==> src/rtl/dac_chan_pkg.sv <==
package dac_chan_pkg;
   typedef enum logic {
      SEL_LO = 1'b0,
      SEL_HI = 1'b1
   } byte_sel_e;

   typedef enum logic {
      ADJ_RIGHT = 1'b0,
      ADJ_LEFT  = 1'b1
   } adjust_e;
endpackage

==> src/rtl/dac_byte_packer.sv <==
module dac_byte_packer #(
   parameter int RES_W = 12,
   parameter int BUS_W = 8
) (
   input  logic             left_adj,
   input  logic [RES_W-1:0] value,
   output logic [BUS_W-1:0] lo_byte,
   output logic [BUS_W-1:0] hi_byte
);
   import dac_chan_pkg::*;
   localparam int EXT_W = RES_W - BUS_W;

   generate
      if (EXT_W < 1 || EXT_W > BUS_W) begin : g_bad
         $error("dac_byte_packer: RES_W must lie in (BUS_W, 2*BUS_W]");
      end
   endgenerate

   always_comb begin
      lo_byte = '0;
      hi_byte = '0;
      if (adjust_e'(left_adj) == ADJ_LEFT) begin
         hi_byte                   = value[RES_W-1 -: BUS_W];
         lo_byte[BUS_W-1 -: EXT_W] = value[EXT_W-1:0];
      end else begin
         lo_byte              = value[BUS_W-1:0];
         hi_byte[EXT_W-1:0]   = value[RES_W-1:BUS_W];
      end
   end
endmodule

==> src/rtl/dac_byte_unpacker.sv <==
module dac_byte_unpacker #(
   parameter int RES_W = 12,
   parameter int BUS_W = 8
) (
   input  logic             left_adj,
   input  logic [BUS_W-1:0] temp_byte,
   input  logic [BUS_W-1:0] hi_byte,
   output logic [RES_W-1:0] value
);
   import dac_chan_pkg::*;
   localparam int EXT_W = RES_W - BUS_W;

   always_comb begin
      if (adjust_e'(left_adj) == ADJ_LEFT)
         value = {hi_byte, temp_byte[BUS_W-1 -: EXT_W]};
      else
         value = {hi_byte[EXT_W-1:0], temp_byte};
   end
endmodule

==> src/rtl/dac_chan_slot.sv <==
module dac_chan_slot #(
   parameter int RES_W = 12
) (
   input  logic             clk,
   input  logic             rst_n,
   input  logic             commit,
   input  logic [RES_W-1:0] commit_value,
   input  logic             trig,
   output logic [RES_W-1:0] pend_value,
   output logic [RES_W-1:0] conv_data,
   output logic             conv_valid,
   output logic             empty
);
   logic handover;
   assign handover = trig && !empty;

   always_ff @(posedge clk) begin
      if (!rst_n) begin
         pend_value <= '0;
         conv_data  <= '0;
         conv_valid <= 1'b0;
         empty      <= 1'b1;
      end else begin
         conv_valid <= 1'b0;
         if (handover) begin
            conv_data  <= pend_value;
            conv_valid <= 1'b1;
            empty      <= 1'b1;
         end
         if (commit) begin
            pend_value <= commit_value;
            empty      <= 1'b0;
         end
      end
   end

   AST_COMMIT_CLEARS_EMPTY: assert property (@(posedge clk) disable iff (!rst_n)
      commit |=> !empty);
   AST_HANDOVER_SETS_EMPTY: assert property (@(posedge clk) disable iff (!rst_n)
      (trig && !empty && !commit) |=> (empty && conv_valid));
   AST_EMPTY_RISE_NEEDS_TRIG: assert property (@(posedge clk) disable iff (!rst_n)
      $rose(empty) |-> $past(trig));
   AST_CONV_HOLDS: assert property (@(posedge clk) disable iff (!rst_n)
      !conv_valid |-> $stable(conv_data));
   AST_IDLE_TRIG_IGNORED: assert property (@(posedge clk) disable iff (!rst_n)
      (trig && empty && !commit) |=> (!conv_valid && empty));
   AST_COLLIDE_OLD_OUT: assert property (@(posedge clk) disable iff (!rst_n)
      (trig && !empty && commit) |=> (conv_valid && !empty && conv_data == $past(pend_value)));
endmodule

==> src/rtl/dac_chan_regs.sv <==
module dac_chan_regs #(
   parameter int NUM_CH = 2,
   parameter int RES_W  = 12,
   parameter int BUS_W  = 8,
   parameter int CH_W   = (NUM_CH > 1) ? $clog2(NUM_CH) : 1,
   parameter int ADDR_W = CH_W + 1
) (
   input  logic                    clk,
   input  logic                    rst_n,
   input  logic                    left_adj,
   input  logic [ADDR_W-1:0]       bus_addr,
   input  logic                    bus_wr_en,
   input  logic [BUS_W-1:0]        bus_wr_data,
   output logic [BUS_W-1:0]        bus_rd_data,
   input  logic [NUM_CH-1:0]       conv_trig,
   output logic [NUM_CH-1:0]       conv_valid,
   output logic [NUM_CH*RES_W-1:0] conv_data,
   output logic [NUM_CH-1:0]       data_empty,
   output logic [NUM_CH-1:0]       dma_req
);
   import dac_chan_pkg::*;
   localparam int EXT_W = RES_W - BUS_W;
   localparam logic [CH_W:0] CH_CNT = (CH_W+1)'(NUM_CH);

   generate
      if (NUM_CH < 1) begin : g_bad_ch
         $error("dac_chan_regs: NUM_CH must be at least 1");
      end
      if (ADDR_W != CH_W + 1) begin : g_bad_addr
         $error("dac_chan_regs: ADDR_W must equal CH_W+1");
      end
   endgenerate

   byte_sel_e        sel;
   logic [CH_W-1:0]  ch_idx;
   logic             addr_ok;
   logic             lo_wr;
   logic [BUS_W-1:0] temp_q;
   logic [RES_W-1:0] new_value;
   logic [BUS_W-1:0] rd_lo [NUM_CH];
   logic [BUS_W-1:0] rd_hi [NUM_CH];
   logic [NUM_CH-1:0] empty_w;

   assign sel     = byte_sel_e'(bus_addr[0]);
   assign ch_idx  = bus_addr[ADDR_W-1:1];
   assign addr_ok = ({1'b0, ch_idx} < CH_CNT);
   assign lo_wr   = bus_wr_en && addr_ok && (sel == SEL_LO);

   always_ff @(posedge clk) begin
      if (!rst_n)     temp_q <= '0;
      else if (lo_wr) temp_q <= bus_wr_data;
   end

   dac_byte_unpacker #(.RES_W(RES_W), .BUS_W(BUS_W)) unpack_i (
      .left_adj (left_adj),
      .temp_byte(temp_q),
      .hi_byte  (bus_wr_data),
      .value    (new_value)
   );

   generate
      for (genvar g = 0; g < NUM_CH; g++) begin : g_ch
         logic             commit_g;
         logic [RES_W-1:0] pend_g;
         assign commit_g = bus_wr_en && addr_ok && (sel == SEL_HI) && (ch_idx == CH_W'(g));

         dac_chan_slot #(.RES_W(RES_W)) slot_i (
            .clk         (clk),
            .rst_n       (rst_n),
            .commit      (commit_g),
            .commit_value(new_value),
            .trig        (conv_trig[g]),
            .pend_value  (pend_g),
            .conv_data   (conv_data[g*RES_W +: RES_W]),
            .conv_valid  (conv_valid[g]),
            .empty       (empty_w[g])
         );

         dac_byte_packer #(.RES_W(RES_W), .BUS_W(BUS_W)) pack_i (
            .left_adj(left_adj),
            .value   (pend_g),
            .lo_byte (rd_lo[g]),
            .hi_byte (rd_hi[g])
         );
      end
   endgenerate

   always_comb begin
      bus_rd_data = '0;
      for (int i = 0; i < NUM_CH; i++) begin
         if (addr_ok && ch_idx == CH_W'(i))
            bus_rd_data = (sel == SEL_HI) ? rd_hi[i] : rd_lo[i];
      end
   end

   assign data_empty = empty_w;
   assign dma_req    = empty_w;

   AST_TEMP_ONLY_ON_LO: assert property (@(posedge clk) disable iff (!rst_n)
      !lo_wr |=> $stable(temp_q));
   AST_RSV_READ_ZERO: assert property (@(posedge clk) disable iff (!rst_n)
      (!left_adj && bus_addr[0]) |-> (bus_rd_data[BUS_W-1:EXT_W] == '0));
endmodule

==> config.mk <==
export PLATFORM = sky130hd
export DESIGN_NAME = dac_chan_regs
export DESIGN_NICKNAME = d
export VERILOG_FILES = /design/src/rtl/dac_chan_pkg.sv /design/src/rtl/dac_byte_packer.sv /design/src/rtl/dac_byte_unpacker.sv /design/src/rtl/dac_chan_slot.sv /design/src/rtl/dac_chan_regs.sv
export SDC_FILE = /design/constraint.sdc
export NUM_CORES = 1
export LEC_CHECK = 0
export ABC_AREA = 1
export BUFFER_PORTS_ARGS = -buffer_cell sky130_fd_sc_hd__buf_2
export CAP_MARGIN = 0
export CORE_MARGIN = 4
export CORE_UTILIZATION = 61
export CTS_BUF_LIST = sky130_fd_sc_hd__clkbuf_8
export DETAILED_ROUTE_END_ITERATION = 12
export PLACE_DENSITY = 0.87
export SYNTH_ARGS = -nofsm -noshare
export SYNTH_HDL_FRONTEND = slang
export SYNTH_SLANG_ARGS = --single-unit
==> constraint.sdc <==
create_clock -name clk -period 2.93 [get_ports clk]
set_input_delay 0 -clock clk [delete_from_list [all_inputs] [get_ports clk]]
set_output_delay 0 -clock clk [all_outputs]
set_load 0.02 [all_outputs]
Word-level counts from Yosys, hierarchy flattened

Cells that the tools add are included.

Register bits: 60
Output and inout bits: 38
Logic and storage cells: 39

Reduce and logical (&&, ||, !) cells: 10
Muxes and demuxes: 18
Bitwise gates (word level): 2

Operators by type and width:

| kind              | number |
|---|---|
| $mux 4            | 8 |
| $mux 8            | 3 |
| $mux 12           | 1 |
| $logic_and 1x1->1 | 6 |
| $mux 1            | 6 |
| $reduce_bool 2->1 | 2 |
| $logic_not 1->1   | 2 |
| $not 1->1         | 2 |

Depth between registers and ports, before layout

Depth in word-level cells: 4
Gate-level depth with buffers: 8
Gate-level depth less buffers: 7

Modules after synthesis

From an unflattened synthesis, not the netlist that was laid out.

Cells, all modules: 548
Area total of the unflattened synthesis: 3,320.7 µm²

Modules (own cells, without submodules):

| module            | sequential area each (µm²) | area an instance (µm²) | instances | cells each |
|---|---|---|---|---|
| dac_chan_slot     | 520.5                      | 994.7                  | 2         | 136 |
| dac_chan_regs     | 160.2                      | 813.3                  | 1         | 151 |
| dac_byte_packer   | 0.0                        | 180.2                  | 2         | 43 |
| dac_byte_unpacker | 0.0                        | 157.7                  | 1         | 39 |

Least setup slack after synthesis

No wires, ideal clock.

Path kind: reg-to-reg
From: register g_ch[0].slot_i.empty
To: register g_ch[0].slot_i.conv_data[4]
Required time: 2,865 ps
Arrival time: 903 ps
Setup time: 65 ps
Setup slack: 1,962 ps
Period minus slack after synthesis: 968 ps
Stages on the path, launching flop included: 5
Cells stage by stage: dfxtp_1 -> nor2_2 -> buf_2 -> o21ai_0 -> nor2_1

Cells in the longest elaborated chain, start to end: 2

RTL lines:

| item                   | RTL line            | source |
|---|---|---|
| from (decl)            | dac_chan_slot.sv:12 | `output logic empty` |
| from (signal assigned) | dac_chan_slot.sv:22 | `empty <= 1'b1;` |
| from (signal assigned) | dac_chan_slot.sv:28 | `empty <= 1'b1;` |
| from (signal assigned) | dac_chan_slot.sv:32 | `empty <= 1'b0;` |
| $logic_not 1->1        | dac_chan_slot.sv:15 | `assign handover = trig && !empty;` |
| $logic_and 1x1->1      | dac_chan_slot.sv:15 |  |
| to (signal assigned)   | dac_chan_slot.sv:26 | `conv_data <= pend_value;` |
| to (decl)              | dac_chan_slot.sv:10 | `output logic [RES_W-1:0] conv_data,` |

No other way between the ends.
A chain may end at the register's enable or synchronous reset.

Final worst setup path

From: register g_ch[0].slot_i.empty
To: register g_ch[0].slot_i.conv_data[5]

Same word-level chain as after synthesis.

==> flow_metrics.env <==
export IMPL_status="finished clean"
export IMPL_die_w_um=76.24
export IMPL_min_from="bus_wr_en"
export IMPL_drv_slew=0
export IMPL_drv_cap=0
export IMPL_cts_clk_slew_worst_paths_ps=60
export IMPL_p_leak_nw=1.724
export IMPL_clock_path_buffers=2
export IMPL_synth_top_area_share_pct=42.29
export IMPL_drt_wl_total_mm=6.701
export IMPL_power_mw=1.763
export IMPL_htreeDepth=3
export IMPL_dp_cells=514
export IMPL_period_share_pct=46.32
export IMPL_grt_pass1_wl_mm=11.10
export IMPL_syn_avg_cell_area_um2=6.514
export IMPL_max_freq_ghz=0.7368
export IMPL_drtPass1Iterations=5
export IMPL_syn_nets=452
export IMPL_yosysSeqAreaShare_pct=42.29
export IMPL_setup_tns_ps=0
export IMPL_peakVddDrop_v=0.0003734
export IMPL_final_cells=539
export IMPL_crit_path_top_delay_cell="nor2_2"
export IMPL_yosys_register_bits=60
export IMPL_critPathRequiredTime_ps=3160
export IMPL_syn_area_um2=2840
export IMPL_drtIter0Drc=216
export IMPL_cp_top_family="simple AND/OR/NAND/NOR gates"
export IMPL_drive_gt1_share_pct=14.99
export IMPL_worst_r2r_startpoint="g_ch[0].slot_i.empty$_SDFFE_PN1P_"
export IMPL_setup_viol=0
export IMPL_grt_setup_unrepaired="no"
export IMPL_cellPowerDensity_nw_per_um2=537.9
export IMPL_gp_congestion=0.9182
export IMPL_diodes=0
export IMPL_yosys_warnings=0
export IMPL_root_buffer="clkbuf_8"
export IMPL_critPathMaxStageDelay_ps=470
export IMPL_setup_ws_ps=1573
export IMPL_worstMarginPinSlew_ps=906.0
export IMPL_postSynthCellCount=436
export IMPL_synthTopCellsByArea="dfxtp_1 42%, nand2_1 18%, nor2_1 7.7%"
export IMPL_io_pins=54
export IMPL_grtUsageTotal_pct=23.95
export IMPL_yosysUniqueCellTypes=21
export IMPL_numCtsBuffers=9
export IMPL_io_buffer_count=53
export IMPL_antenna_found_initial=0
export IMPL_core_area_um2=4444
export IMPL_final_hold_violation_count=0
export IMPL_drc=0
export IMPL_area_delta_synth_final_pct=15.42
export IMPL_num_vias=2755
export IMPL_grt_max_degree=60
export IMPL_insertion_delay_ps=340
export IMPL_vias_per_cell=5.111
export IMPL_post_cts_buffers=0
export IMPL_fin_crit_ps=1357
export IMPL_start_kind="flip-flop"
export IMPL_cp_arrival_ps=1590
export IMPL_wl_per_cell_um=12.43
export IMPL_grt_pass1_vias=2382
export IMPL_worst_path_buf_inv=1
export IMPL_ant_nets=0
export IMPL_final_util_pct=73.76
export IMPL_crit_path_end_kind="flip-flop"
export IMPL_hold_class="input port to flip-flop"
export IMPL_die_y_um=76.24
export IMPL_max_slew_margin_pct=39.60
export IMPL_rows=24
export IMPL_path_class="flip-flop to flip-flop"
export IMPL_cts_tree="done"
export IMPL_path_cells="nor2_2 > inv_1 > nor2_1 > nor2_1"
export IMPL_cts_sinks=60
export IMPL_critical_path_startpoint="g_ch[0].slot_i.empty$_SDFFE_PN1P_"
export IMPL_dp_slack_ps=1573
export IMPL_yosysTopAreaCell="dfxtp_1"
export IMPL_grt_overflow=0
export IMPL_hpwl_mm=4.581
export IMPL_start_util_pct=63.91
export IMPL_nets=499
export IMPL_die_area_um2=5812
export IMPL_clock_skew_ps=5.876
export IMPL_path_max_fanout=19
export IMPL_cpMostUsedCell="nor2_1"
## what timing repair did
action | CTS | global route
resized for setup | 0 | 0
endpoints found under the hold margin | 11 | 0
hold buffers | 10 | 0
## final cells by class
class	count	area, um2
well taps	52	65.06
inverters	55	209.0
fillers	370	1166
clock inverters	4	17.52
flip-flops and latches	60	1201
multi-input cells	293	1261
clock buffers	11	151.4
repair buffers	64	372.9
## worst reg2reg max path, delay by kind of cell, from the launching register on
| family | cells | cell delay, ps |
|---|---|---|
| buffers and inverters | 1 | 240 |
| and+or+nand+nor | 3 | 690 |
| DFF | 1 | 330 |
## synthesized netlist by cell type
master / n
o211ai_1: 3
dfxtp_1: 60
nor2_2: 1
inv_4: 1
o21ai_1: 7
o21ai_0: 40
nor2_1: 58
inv_2: 1
inv_1: 53
nor3_1: 1
buf_1: 1
nand3_1: 15
nor2_4: 1
clkbuf_1: 4
a21oi_1: 30
nor2_8: 1
buf_6: 2
buf_4: 9
buf_2: 12
nand2_4: 1
nand2_1: 135
## worst paths after layout
check	endpoint	slack, ps	cells after the start
worst max register to register	g_ch[0].slot_i.conv_data[5]$_SDFFE_PN0P_	1570	4
worst min register to register	temp_q[4]$_SDFFE_PN0P_	470	2
worst min-delay path	g_ch[1].slot_i.empty$_SDFFE_PN1P_	150	4
worst max-delay path	g_ch[0].slot_i.conv_data[5]$_SDFFE_PN0P_	1570	4
## metal layers
metal  vias to the layer above  track usage (%)  wire [um]  part of all wire, %
met5                         -                0          0                    0
met4                         0            11.96        191                  2.9
met3                        15            7.329        490                  7.3
met2                       105            36.82       2958                   44
met1                      1208            30.37       3060                   46
li1                       1427                -          -                    -
## state kept, by name, indices dropped and copies added (netlist names)
register                cells
g_ch.slot_i.empty           2
temp_q                      8
g_ch.slot_i.conv_data      24
g_ch.slot_i.pend_value     24
g_ch.slot_i.conv_valid      2
## cells by family (layout without fill, tap and decap cells)
| kind of cell | after synthesis | count (layout) | share of synthesized area [%] |
|---|---|---|---|
| buffers and inverters | 83 | 134 | 13.30 |
| AND/OR/NAND/NOR | 213 | 213 | 30.04 |
| AO/OA/AOI/OAI | 80 | 80 | 14.36 |
| flip-flops | 60 | 60 | 42.29 |
## power by group
part	leakage (nW)	total [mW]	switching, mW	internal, mW
Sequential	0.489	0.874	0.0220	0.852
Combinational	1.14	0.249	0.166	0.0832
Clock	0.0976	0.640	0.301	0.339
## stage by stage
stage	cell area (um2)	hold WS, ps
floorplan	2840	139.2
global placement	3009	263.6
detailed placement	3009	263.0
CTS	3278	125.4
global route	3278	135.2
finish	3278	145.3
## placed cells by master (no fill, tap or decap)
cell	count
nor2_8	1
inv_2	1
buf_4	1
nand2_4	1
a21oi_1	30
o211ai_1	3
clkinv_2	2
inv_1	55
nand3_1	15
inv_4	1
nor3_1	1
o21ai_1	7
clkbuf_8	11
dfxtp_1	60
o21ai_0	40
buf_2	53
nor2_4	1
nor2_2	1
dlygate4sd3_1	10
nor2_1	58
nand2_1	135
No activity file was read; power rests on OpenSTA's default activity.
